--- config.mk ---
export PLATFORM = sky130hd
export DESIGN_NAME = scrub_err_stats
export DESIGN_NICKNAME = d
export VERILOG_FILES = /design/src/rtl/scrub_stats_pkg.sv /design/src/rtl/scrub_thr_filter.sv /design/src/rtl/scrub_glob_cnt.sv /design/src/rtl/scrub_worst_row.sv /design/src/rtl/scrub_err_stats.sv
export SDC_FILE = /design/constraint.sdc
export NUM_CORES = 1
export LEC_CHECK = 0
export ABC_AREA = 0
export BUFFER_PORTS_ARGS = -buffer_cell sky130_fd_sc_hd__buf_4
export CAP_MARGIN = 10
export CORE_MARGIN = 10
export CORE_UTILIZATION = 55
export DETAILED_ROUTE_END_ITERATION = 16
export GPL_TIMING_DRIVEN = 0
export PLACE_DENSITY = 0.8
export RECOVER_POWER = 50
export REMOVE_ABC_BUFFERS = 1
export SLEW_MARGIN = 20
export SYNTH_ARGS = -nofsm -noshare
export SYNTH_HDL_FRONTEND = slang
export SYNTH_SLANG_ARGS = --single-unit
--- constraint.sdc ---
create_clock -name clk -period 3.8 [get_ports clk]
set_clock_uncertainty 0.2 [all_clocks]
set_input_delay 0.19 -clock clk [delete_from_list [all_inputs] [get_ports clk]]
set_output_delay 0.19 -clock clk [all_outputs]
set_load 0.03 [all_outputs]
--- src/rtl/scrub_stats_pkg.sv ---
package scrub_stats_pkg;

  // Width that holds the largest threshold level (4096).
  localparam int THR_W = 13;

  typedef logic [2:0] thr_code_t;

  // Power-of-four level for a threshold code; reserved codes clamp to the top level.
  function automatic logic [THR_W-1:0] thr_level(input thr_code_t code);
    logic [THR_W-1:0] lvl;
    case (code)
      3'd0:    lvl = THR_W'(4);
      3'd1:    lvl = THR_W'(16);
      3'd2:    lvl = THR_W'(64);
      3'd3:    lvl = THR_W'(256);
      3'd4:    lvl = THR_W'(1024);
      default: lvl = THR_W'(4096);
    endcase
    return lvl;
  endfunction

endpackage

--- src/rtl/scrub_thr_filter.sv ---
module scrub_thr_filter
  import scrub_stats_pkg::*;
#(
  parameter int W = 16
) (
  input  logic [W-1:0] val,
  input  thr_code_t    code,
  output logic         pass,
  output logic [W-1:0] gated
);

  localparam int CMP_W = (W > THR_W) ? W : THR_W;

  logic [CMP_W-1:0] val_ext;
  logic [CMP_W-1:0] lvl_ext;

  always_comb begin
    val_ext = CMP_W'(val);
    lvl_ext = CMP_W'(thr_level(code));
    pass    = (val_ext >= lvl_ext);
    gated   = pass ? val : '0;
  end

endmodule

--- src/rtl/scrub_glob_cnt.sv ---
module scrub_glob_cnt #(
  parameter int W = 16
) (
  input  logic         clk,
  input  logic         rst_n,
  input  logic         clr,
  input  logic         mode_cw,
  input  logic         valid,
  input  logic         eor,
  input  logic         err,
  output logic [W-1:0] cnt
);

  logic [W-1:0] cnt_q, cnt_d;
  logic         row_err_q, row_err_d;
  logic         bump;
  logic         en;

  // next state
  always_comb begin
    cnt_d     = cnt_q;
    row_err_d = row_err_q;
    bump      = 1'b0;
    if (clr) begin
      cnt_d     = '0;
      row_err_d = 1'b0;
    end else if (valid) begin
      if (mode_cw) bump = err;
      else if (eor) bump = row_err_q | err;
      row_err_d = eor ? 1'b0 : (row_err_q | err);
      if (bump && (cnt_q != '1)) cnt_d = cnt_q + 1'b1;
    end
  end

  assign en = clr | valid;

  // registers
  always_ff @(posedge clk or negedge rst_n) begin
    if (!rst_n) begin
      cnt_q     <= '0;
      row_err_q <= 1'b0;
    end else if (en) begin
      cnt_q     <= cnt_d;
      row_err_q <= row_err_d;
    end
  end

  assign cnt = cnt_q;


  no_wrap_chk: assert property (@(posedge clk) disable iff (!rst_n)
    !clr |=> (cnt_q >= $past(cnt_q)));


  single_step_chk: assert property (@(posedge clk) disable iff (!rst_n)
    !clr |=> ((cnt_q - $past(cnt_q)) <= W'(1)));


  row_step_chk: assert property (@(posedge clk) disable iff (!rst_n)
    (!clr && !mode_cw && !(valid && eor)) |=> $stable(cnt_q));


  idle_hold_chk: assert property (@(posedge clk) disable iff (!rst_n)
    (!clr && !valid) |=> $stable(cnt_q));

endmodule

--- src/rtl/scrub_worst_row.sv ---
module scrub_worst_row #(
  parameter int CW = 8,
  parameter int AW = 16
) (
  input  logic          clk,
  input  logic          rst_n,
  input  logic          clr,
  input  logic          valid,
  input  logic          eor,
  input  logic          err,
  input  logic [AW-1:0] row,
  output logic [CW-1:0] max_cnt,
  output logic [AW-1:0] max_row
);

  logic [CW-1:0] acc_q, acc_d;
  logic [CW-1:0] max_q, max_d;
  logic [AW-1:0] addr_q, addr_d;
  logic [CW-1:0] row_sum;
  logic          en;

  // next state
  always_comb begin
    acc_d   = acc_q;
    max_d   = max_q;
    addr_d  = addr_q;
    row_sum = (err && (acc_q != '1)) ? acc_q + 1'b1 : acc_q;
    if (clr) begin
      acc_d  = '0;
      max_d  = '0;
      addr_d = '0;
    end else if (valid) begin
      if (eor) begin
        acc_d = '0;
        if (row_sum > max_q) begin
          max_d  = row_sum;
          addr_d = row;
        end
      end else begin
        acc_d = row_sum;
      end
    end
  end

  assign en = clr | valid;

  // registers
  always_ff @(posedge clk or negedge rst_n) begin
    if (!rst_n) begin
      acc_q  <= '0;
      max_q  <= '0;
      addr_q <= '0;
    end else if (en) begin
      acc_q  <= acc_d;
      max_q  <= max_d;
      addr_q <= addr_d;
    end
  end

  assign max_cnt = max_q;
  assign max_row = addr_q;


  max_mono_chk: assert property (@(posedge clk) disable iff (!rst_n)
    !clr |=> (max_q >= $past(max_q)));


  update_at_eor_chk: assert property (@(posedge clk) disable iff (!rst_n)
    (!clr && !(valid && eor)) |=> ($stable(max_q) && $stable(addr_q)));


  acc_no_wrap_chk: assert property (@(posedge clk) disable iff (!rst_n)
    (!clr && valid && !eor) |=> (acc_q >= $past(acc_q)));

endmodule

--- src/rtl/scrub_err_stats.sv ---
module scrub_err_stats
  import scrub_stats_pkg::*;
#(
  parameter int ROW_W  = 16,
  parameter int GLOB_W = 16,
  parameter int ROWC_W = 8
) (
  input  logic              clk,
  input  logic              rst_n,
  input  logic              clr,
  input  logic              mode_cw,
  input  logic [2:0]        glob_thr,
  input  logic [2:0]        worst_thr,
  input  logic              res_valid,
  input  logic [ROW_W-1:0]  res_row,
  input  logic              res_eor,
  input  logic              res_err,
  output logic [GLOB_W-1:0] glob_rpt,
  output logic [ROWC_W-1:0] worst_cnt_rpt,
  output logic [ROW_W-1:0]  worst_row_rpt
);

  logic [GLOB_W-1:0] glob_cnt;
  logic [ROWC_W-1:0] worst_cnt;
  logic [ROW_W-1:0]  worst_row;
  logic              glob_pass;
  logic              worst_pass;
  logic [ROWC_W-1:0] worst_gated;

  scrub_glob_cnt #(.W(GLOB_W)) u_glob (
    .clk     (clk),
    .rst_n   (rst_n),
    .clr     (clr),
    .mode_cw (mode_cw),
    .valid   (res_valid),
    .eor     (res_eor),
    .err     (res_err),
    .cnt     (glob_cnt)
  );

  scrub_worst_row #(.CW(ROWC_W), .AW(ROW_W)) u_worst (
    .clk     (clk),
    .rst_n   (rst_n),
    .clr     (clr),
    .valid   (res_valid),
    .eor     (res_eor),
    .err     (res_err),
    .row     (res_row),
    .max_cnt (worst_cnt),
    .max_row (worst_row)
  );

  scrub_thr_filter #(.W(GLOB_W)) u_glob_flt (
    .val   (glob_cnt),
    .code  (glob_thr),
    .pass  (glob_pass),
    .gated (glob_rpt)
  );

  scrub_thr_filter #(.W(ROWC_W)) u_worst_flt (
    .val   (worst_cnt),
    .code  (worst_thr),
    .pass  (worst_pass),
    .gated (worst_gated)
  );

  always_comb begin
    worst_cnt_rpt = worst_gated;
    worst_row_rpt = worst_pass ? worst_row : '0;
  end


  glob_gate_chk: assert property (@(posedge clk) disable iff (!rst_n)
    (glob_rpt != '0) |-> (32'(glob_rpt) >= 32'(thr_level(glob_thr))));


  worst_pair_chk: assert property (@(posedge clk) disable iff (!rst_n)
    (worst_cnt_rpt == '0) |-> (worst_row_rpt == '0));


  clear_zero_chk: assert property (@(posedge clk) disable iff (!rst_n)
    clr |=> ((glob_rpt == '0) && (worst_cnt_rpt == '0) && (worst_row_rpt == '0)));

endmodule

==> flow_summary.yaml, run 1 <==
outcome:
  status: "finished, violations left"
  failed_checks: "capacitance limit, slew limit"
timing:
  rsz0062_at_grt: "no"
  setup_viol: 0
  fin_ws_ns: 0.240
  fin_crit_ns: 3.56
  fin_crit_sh: 0.937
  report.final.hold_viol_count: 0
  setup_tns_ns: 0
  relSlewSlack: -0.750
  worst_slew_pin_slew_ns: 2.62
  fmax_mhz: 281
  report.final.slew_viol_count: 50
worst_setup_path:
  slowest_delay_ns: 0.70
  critPathTopFamily: "compound AO/OA/AOI/OAI gates"
  crit_path_cell_trace: "ha_1, and3_1, a211oi_2, xor2_1, ha_1, a21oi_1, o21ai_1, nor2b_2, o21ai_0, a21oi_1"
  critPathBufInv: 0
  arrival_ns: 3.58
  crit_fanout: 23
  crit_path_end_kind: "flop"
  crit_type: "flop to flop"
  setup.worst_path.start_class: "flop"
  critPathSlowestCell: "nor2b_2"
  required_ns: 3.83
drt:
  drtIter0Drc: 177
  wl_per_cell_um: 16.3
  ant_nets: 0
  route.detailed.drc: 0
  drt-pass1-iter-count: 4
  drt_wl_total_mm: 8.59
  vias: 3034
  viasPerCell: 5.75
logic_synthesis:
  synth_compound_area_frac: 0.206
  async_reset_ff_frac: 1.00
  synth_xor_area_frac: 0.0341
  synthSimpleGateAreaFrac: 0.242
  synth_fa_ha_area_frac: 0.0749
  synth.area.top_cells: "dfrtp_1, ha_1, a21oi_1"
  synth-seq-area-share: 0.367
  synth_top_family_by_area: "simple AND/OR/NAND/NOR gates"
  synthDominantCellAreaShare: 0.367
  ys_types: 52
  synth_edf_count: 0
  synth_top_flop_cell: "dfrtp_1"
  yosys_warnings: 0
  syn_area_mm2: 0.00334
  synth_cells: 383
  synthMuxAreaShare: 0.0225
  synth_top_area_cell: "dfrtp_1"
  syn_avg_cell_area_um2: 8.72
  synth_seq_cells: 49
grt:
  grt_pass1_vias: 3058
  grt_max_degree: 50
  grt_pass1_wl_mm: 14.7
  overflow: 0
  grtUsageTotal: 0.175
  antenna_found_initial: 0
die:
  top_level_ports: 69
  num_rows: 28
  die_w_um: 97.9
  initial_core_util: 0.564
  die_h_um: 97.9
  die_area_mm2: 0.00959
  design.core.area_mm2: 0.00592
hold_path:
  min_path_type: "primary input to flop"
cells_and_area:
  syn_to_final_growth_pct: 21.7
  drive_gt1_frac: 0.194
  stdcell_count: 528
  layout.nets: 503
  fill_cells: 482
  diodes: 0
cts:
  cts_max_level: 2
  cts.path.max_buffers: 2
  cts-root-buf: "clkbuf_8"
  cts_tree: "built"
  cts_buffers: 5
  clock_latency_ns: 0.30
  clock_sinks: 49
  clk_pin_slew_ns: 0.09
placement:
  dpl.hpwl_mm: 5.92
  io_buffers: 68
  dp_slack_ns: 0.0501
  routabilityCongestion: 0.822
  dp_cells: 503
pwr:
  ir_worst_vdd_v: 0.000173
  p_leak_nw: 1.78
  power.density_mw_per_mm2: 257
run:
  max-cap-violations: 1
[tightest hold or removal path, stage by stage]
cell and delay (ns):
buf_4 0.16, a21oi_1 0.13, a211oi_1 0.05
[cell usage after synthesis, types with 2 or more instances]
library cell / number
dfrtp_1: 49
a21oi_1: 43
nor2_1: 30
nand3_1: 28
and2_1: 24
o21ai_0: 24
ha_1: 20
nand2_1: 19
inv_1: 17
clkbuf_1: 13
xnor2_1: 11
nor3_1: 10
a211oi_1: 6
a21boi_0: 5
a22oi_1: 5
buf_2: 5
clkbuf_2: 4
mux2_2: 4
nand4_1: 4
nor2b_1: 4
nor4_2: 4
o21ai_1: 4
a21o_1: 3
a31oi_1: 3
mux2i_1: 3
nand2b_1: 3
o31a_1: 3
a311oi_1: 2
and3_1: 2
and4_1: 2
nand3b_1: 2
nand4_2: 2
o211ai_4: 2
o31ai_1: 2
or3b_2: 2
or4_1: 2
xor2_1: 2
[per-layer routing]
layer  GRT usage  part of all wire
met3      0.0479             0.059
met5           0                 0
met2       0.294              0.49
met1       0.218              0.45
met4      0.0391            0.0077
[where the power goes]
group | internal (W) | switching (W) | total (W)
sequential | 0.000538 | 0.0000116 | 0.000549
combinational | 0.0000803 | 0.000126 | 0.000206
clock | 0.000122 | 0.000169 | 0.000291
total | 0.000739 | 0.000307 | 0.00105
[path summary, 6_finish.rpt]
check | start | endpoint | slack (ns) | depth (start not counted)
max in group asynchronous | rst_n | u_worst.acc_q[1] | 0.86 | 2
min in group asynchronous | rst_n | u_worst.max_row[8] | 1.04 | 2
worst min register to register | u_worst.max_row[12] | u_worst.max_row[12] | 0.34 | 2
worst min-delay path | res_err | u_glob.row_err_q | 0.07 | 3
worst max-delay path | u_worst.acc_q[0] | u_worst.max_row[4] | 0.24 | 10
worst max register to register | u_worst.acc_q[0] | u_worst.max_row[4] | 0.24 | 10
[cells in the final DEF, fill, tap and decap left out, drive strengths merged, types with 3 or more instances in the layout]
cell type / count
a21boi: 6
a211oi: 7
nand2: 19
or3b: 3
and2: 24
a22oi: 5
inv: 17
nor4: 4
a21oi: 44
nor2b: 4
a21o: 3
nand3: 29
mux2i: 3
xnor2: 11
dfrtp: 49
nand2b: 3
dlygate4sd3: 19
o21ai: 28
nor2: 30
a31oi: 3
nand4: 6
buf: 63
o31a: 3
nor3: 11
ha: 20
clkbuf: 11
mux2: 4
[flip-flops by register name (all words and copies together) (netlist names)]
register / count
u_glob.cnt: 16
u_glob.row_err_q: 1
u_worst.acc_q: 8
u_worst.max_cnt: 8
u_worst.max_row: 16
[through the flow]
stage               utilization  area, um^2  hold slack [ns]  power (W)
floorplan                     -        3230           -0.306   0.000656
global placement          0.647        3830           0.0566   0.000739
detailed placement        0.652        3860           0.0517   0.000750
CTS                       0.697        4120           0.0740    0.00105
global route              0.687        4070           0.0841    0.00109
finish                    0.687        4070           0.0651    0.00105
[layout make-up]
cell class              instances  area [um^2]  share of cell area
clock buffers                   5         68.8              0.0169
clock inverters                 1         5.00             0.00123
flip-flops and latches         49         1230               0.302
repair buffers                 88          689               0.170
multi-input cells             293         1920               0.472
inverters                      17         63.8              0.0157
well taps                      75         93.8              0.0231
[logic make-up after synthesis]
family                     Yosys count
adders and majority gates           20
and+or+nand+nor                    144
buffers and inverters               41
AOI/OAI and AO/OA                  109
DFF                                 49
muxes                                7
xor gates and xnor gates            13
[what timing repair did]
item	4_1_cts	5_1_grt
endpoints found under the hold margin	67	0
gates resized for setup	0	2
buffers inserted	0	0
hold buffers	19	0
setup endpoints to repair	0	24
No activity file was read; power rests on OpenSTA's default activity.
==> inputs of run 2 (changes only) <==
Settings changed: CORE_MARGIN 10 to default, GPL_ROUTABILITY_DRIVEN from default to 0.
==> run 2 against run 1 <==
  * The flow still finishes with violations (capacitance limit, slew limit)
  * Largest cell class unchanged
  * Wire length is 3.2% lower
  * Setup slack better by 0.030 ns
  * Critical path depth is 1 lower
==> flow_summary.yaml, run 2 (synthesized netlist as in run 1, its figures left out) <==
timing:
  report.final.hold_viol_count: 0
  fin_crit_ns: 3.53
  relSlewSlack: -0.791
  setup_tns_ns: 0
  fin_crit_sh: 0.929
  fmax_mhz: 283
  fin_hold_ws_ns: 0.0754
  fin_ws_ns: 0.270
  rsz0062_at_grt: "no"
  report.final.slew_viol_count: 50
  worst_slew_pin_slew_ns: 2.69
  setup_viol: 0
grt:
  gr-usage-met2: 0.479
  grt_pass1_wl_mm: 13.5
  use_met3: 0.0411
  grtUsageTotal: 0.271
  grt.busiest_layer: "met2"
  overflow: 0
  grt_max_degree: 50
  antenna_found_initial: 0
  grtUsageMet1: 0.333
  grt_pass1_vias: 2981
cells_and_area:
  layout.nets: 503
  syn_to_final_growth_pct: 23.3
  layout_common_cells: "buf_4, dfrtp_1, a21oi_1, nor2_1, nand3_1"
  layout_commonest_cell: "buf_4"
  drive_gt1_frac: 0.193
  multi_input_area_mm2: 0.00191
  regArea_mm2: 0.00123
  diodes: 0
  fill_cells: 480
pwr:
  comb_power_share: 0.174
  p_seq_frac: 0.457
  clkPwrFrac: 0.369
  p_sw_w: 0.000322
  p_leak_nw: 1.79
  ir_worst_vdd_v: 0.000301
  p_int_w: 0.000880
  power.density_mw_per_mm2: 292
  switching_share: 0.268
cts:
  clock_sinks: 49
  cts-root-buf: "clkbuf_8"
  cts_buffers: 5
  clk_pin_slew_ns: 0.10
  cts_max_level: 2
  cts.path.max_buffers: 2
  cts_tree: "built"
  clock_latency_ns: 0.31
drt:
  vias: 3128
  ant_nets: 0
  route.detailed.drc: 0
  drtIter0Drc: 118
  drt_wl_total_mm: 8.31
  viasPerCell: 5.90
  drt-pass1-iter-count: 4
  wl_per_cell_um: 15.7
run:
  max-cap-violations: 1
worst_setup_path:
  crit_path_end_kind: "flop"
  ff2ff_setup_slack_ns: 0.27
  crit_type: "flop to flop"
  setup.worst_path.start_class: "flop"
  arrival_ns: 3.55
  required_ns: 3.82
  crit_fanout: 25
placement:
  dp_slack_ns: 0.0376
  io_buffers: 68
  dpl.hpwl_mm: 5.43
die:
  top_level_ports: 69
  design.core.area_mm2: 0.00589
  die_h_um: 79.9
  die_w_um: 79.9
  initial_core_util: 0.568
  num_rows: 28
  die_area_mm2: 0.00639
outcome:
  failed_checks: "capacitance limit, slew limit"
  status: "finished, violations left"
hold_path:
  min_path_type: "primary input to flop"
[run 2: per-layer routing]
| layer | routed length, um | vias up |
|---|---|---|
| li1 | - | 1501 |
| met4 | 163 | 0 |
| met2 | 4240 | 101 |
| met1 | 3520 | 1512 |
| met5 | 0 | - |
| met3 | 384 | 14 |
[run 2: repair_timing]
action	CTS	global route
hold buffers	19	0
gates resized for setup	0	3
buffers inserted	0	0
endpoints found under the setup margin	0	24
hold endpoints to repair	67	0
[run 2: layout make-up]
type,instances,area share
tap,75,0.0228
clock inverter,3,0.0158
multi-input combinational,293,0.463
clock buffer,5,0.0167
sequential,49,0.298
timing repair buffer,88,0.168
inverter,17,0.0155
[run 2: worst paths after layout]
check,from,to,depth (start not counted)
hold / removal,res_err,u_glob.row_err_q,3
min in group asynchronous,rst_n,u_worst.max_row[14],2
hold reg to reg,u_worst.max_row[13],u_worst.max_row[13],2
max in group asynchronous,rst_n,u_worst.acc_q[3],2
setup / recovery,u_worst.acc_q[0],u_worst.max_cnt[0],9
setup reg to reg,u_worst.acc_q[0],u_worst.max_cnt[0],9
[run 2: power groups by stage]
stage | Clock, W | Sequential (W) | Combinational [W]
6_report | 0.000443 | 0.000549 | 0.000210
5_1_grt | 0.000470 | 0.000552 | 0.000231
4_1_cts | 0.000451 | 0.000549 | 0.000208
3_5_place_dp | 0 | 0.000559 | 0.000191
3_3_place_gp | 0 | 0.000558 | 0.000181
2_1_floorplan | 0 | 0.000555 | 0.000101
[run 2: worst max-delay path: stages (launching register included)]
cell,delay [ns]
dfrtp_1,0.44
nand4_1,0.22
nor3_1,0.37
mux2_2,0.41
ha_1,0.32
nand2_1,0.06
o21ai_1,0.42
o31a_2,0.59
a21oi_1,0.15
a311oi_1,0.27
[run 2: per-stage QoR]
stage	instance area [um^2]	power, W	cells	utilization
after detailed placement	3860	0.000750	503	0.656
after global routing	4120	0.00125	530	0.700
after CTS	4180	0.00121	530	0.711
after global placement	3830	0.000739	502	0.651
after floorplan	3230	0.000656	359	-
final	4120	0.00120	530	0.700
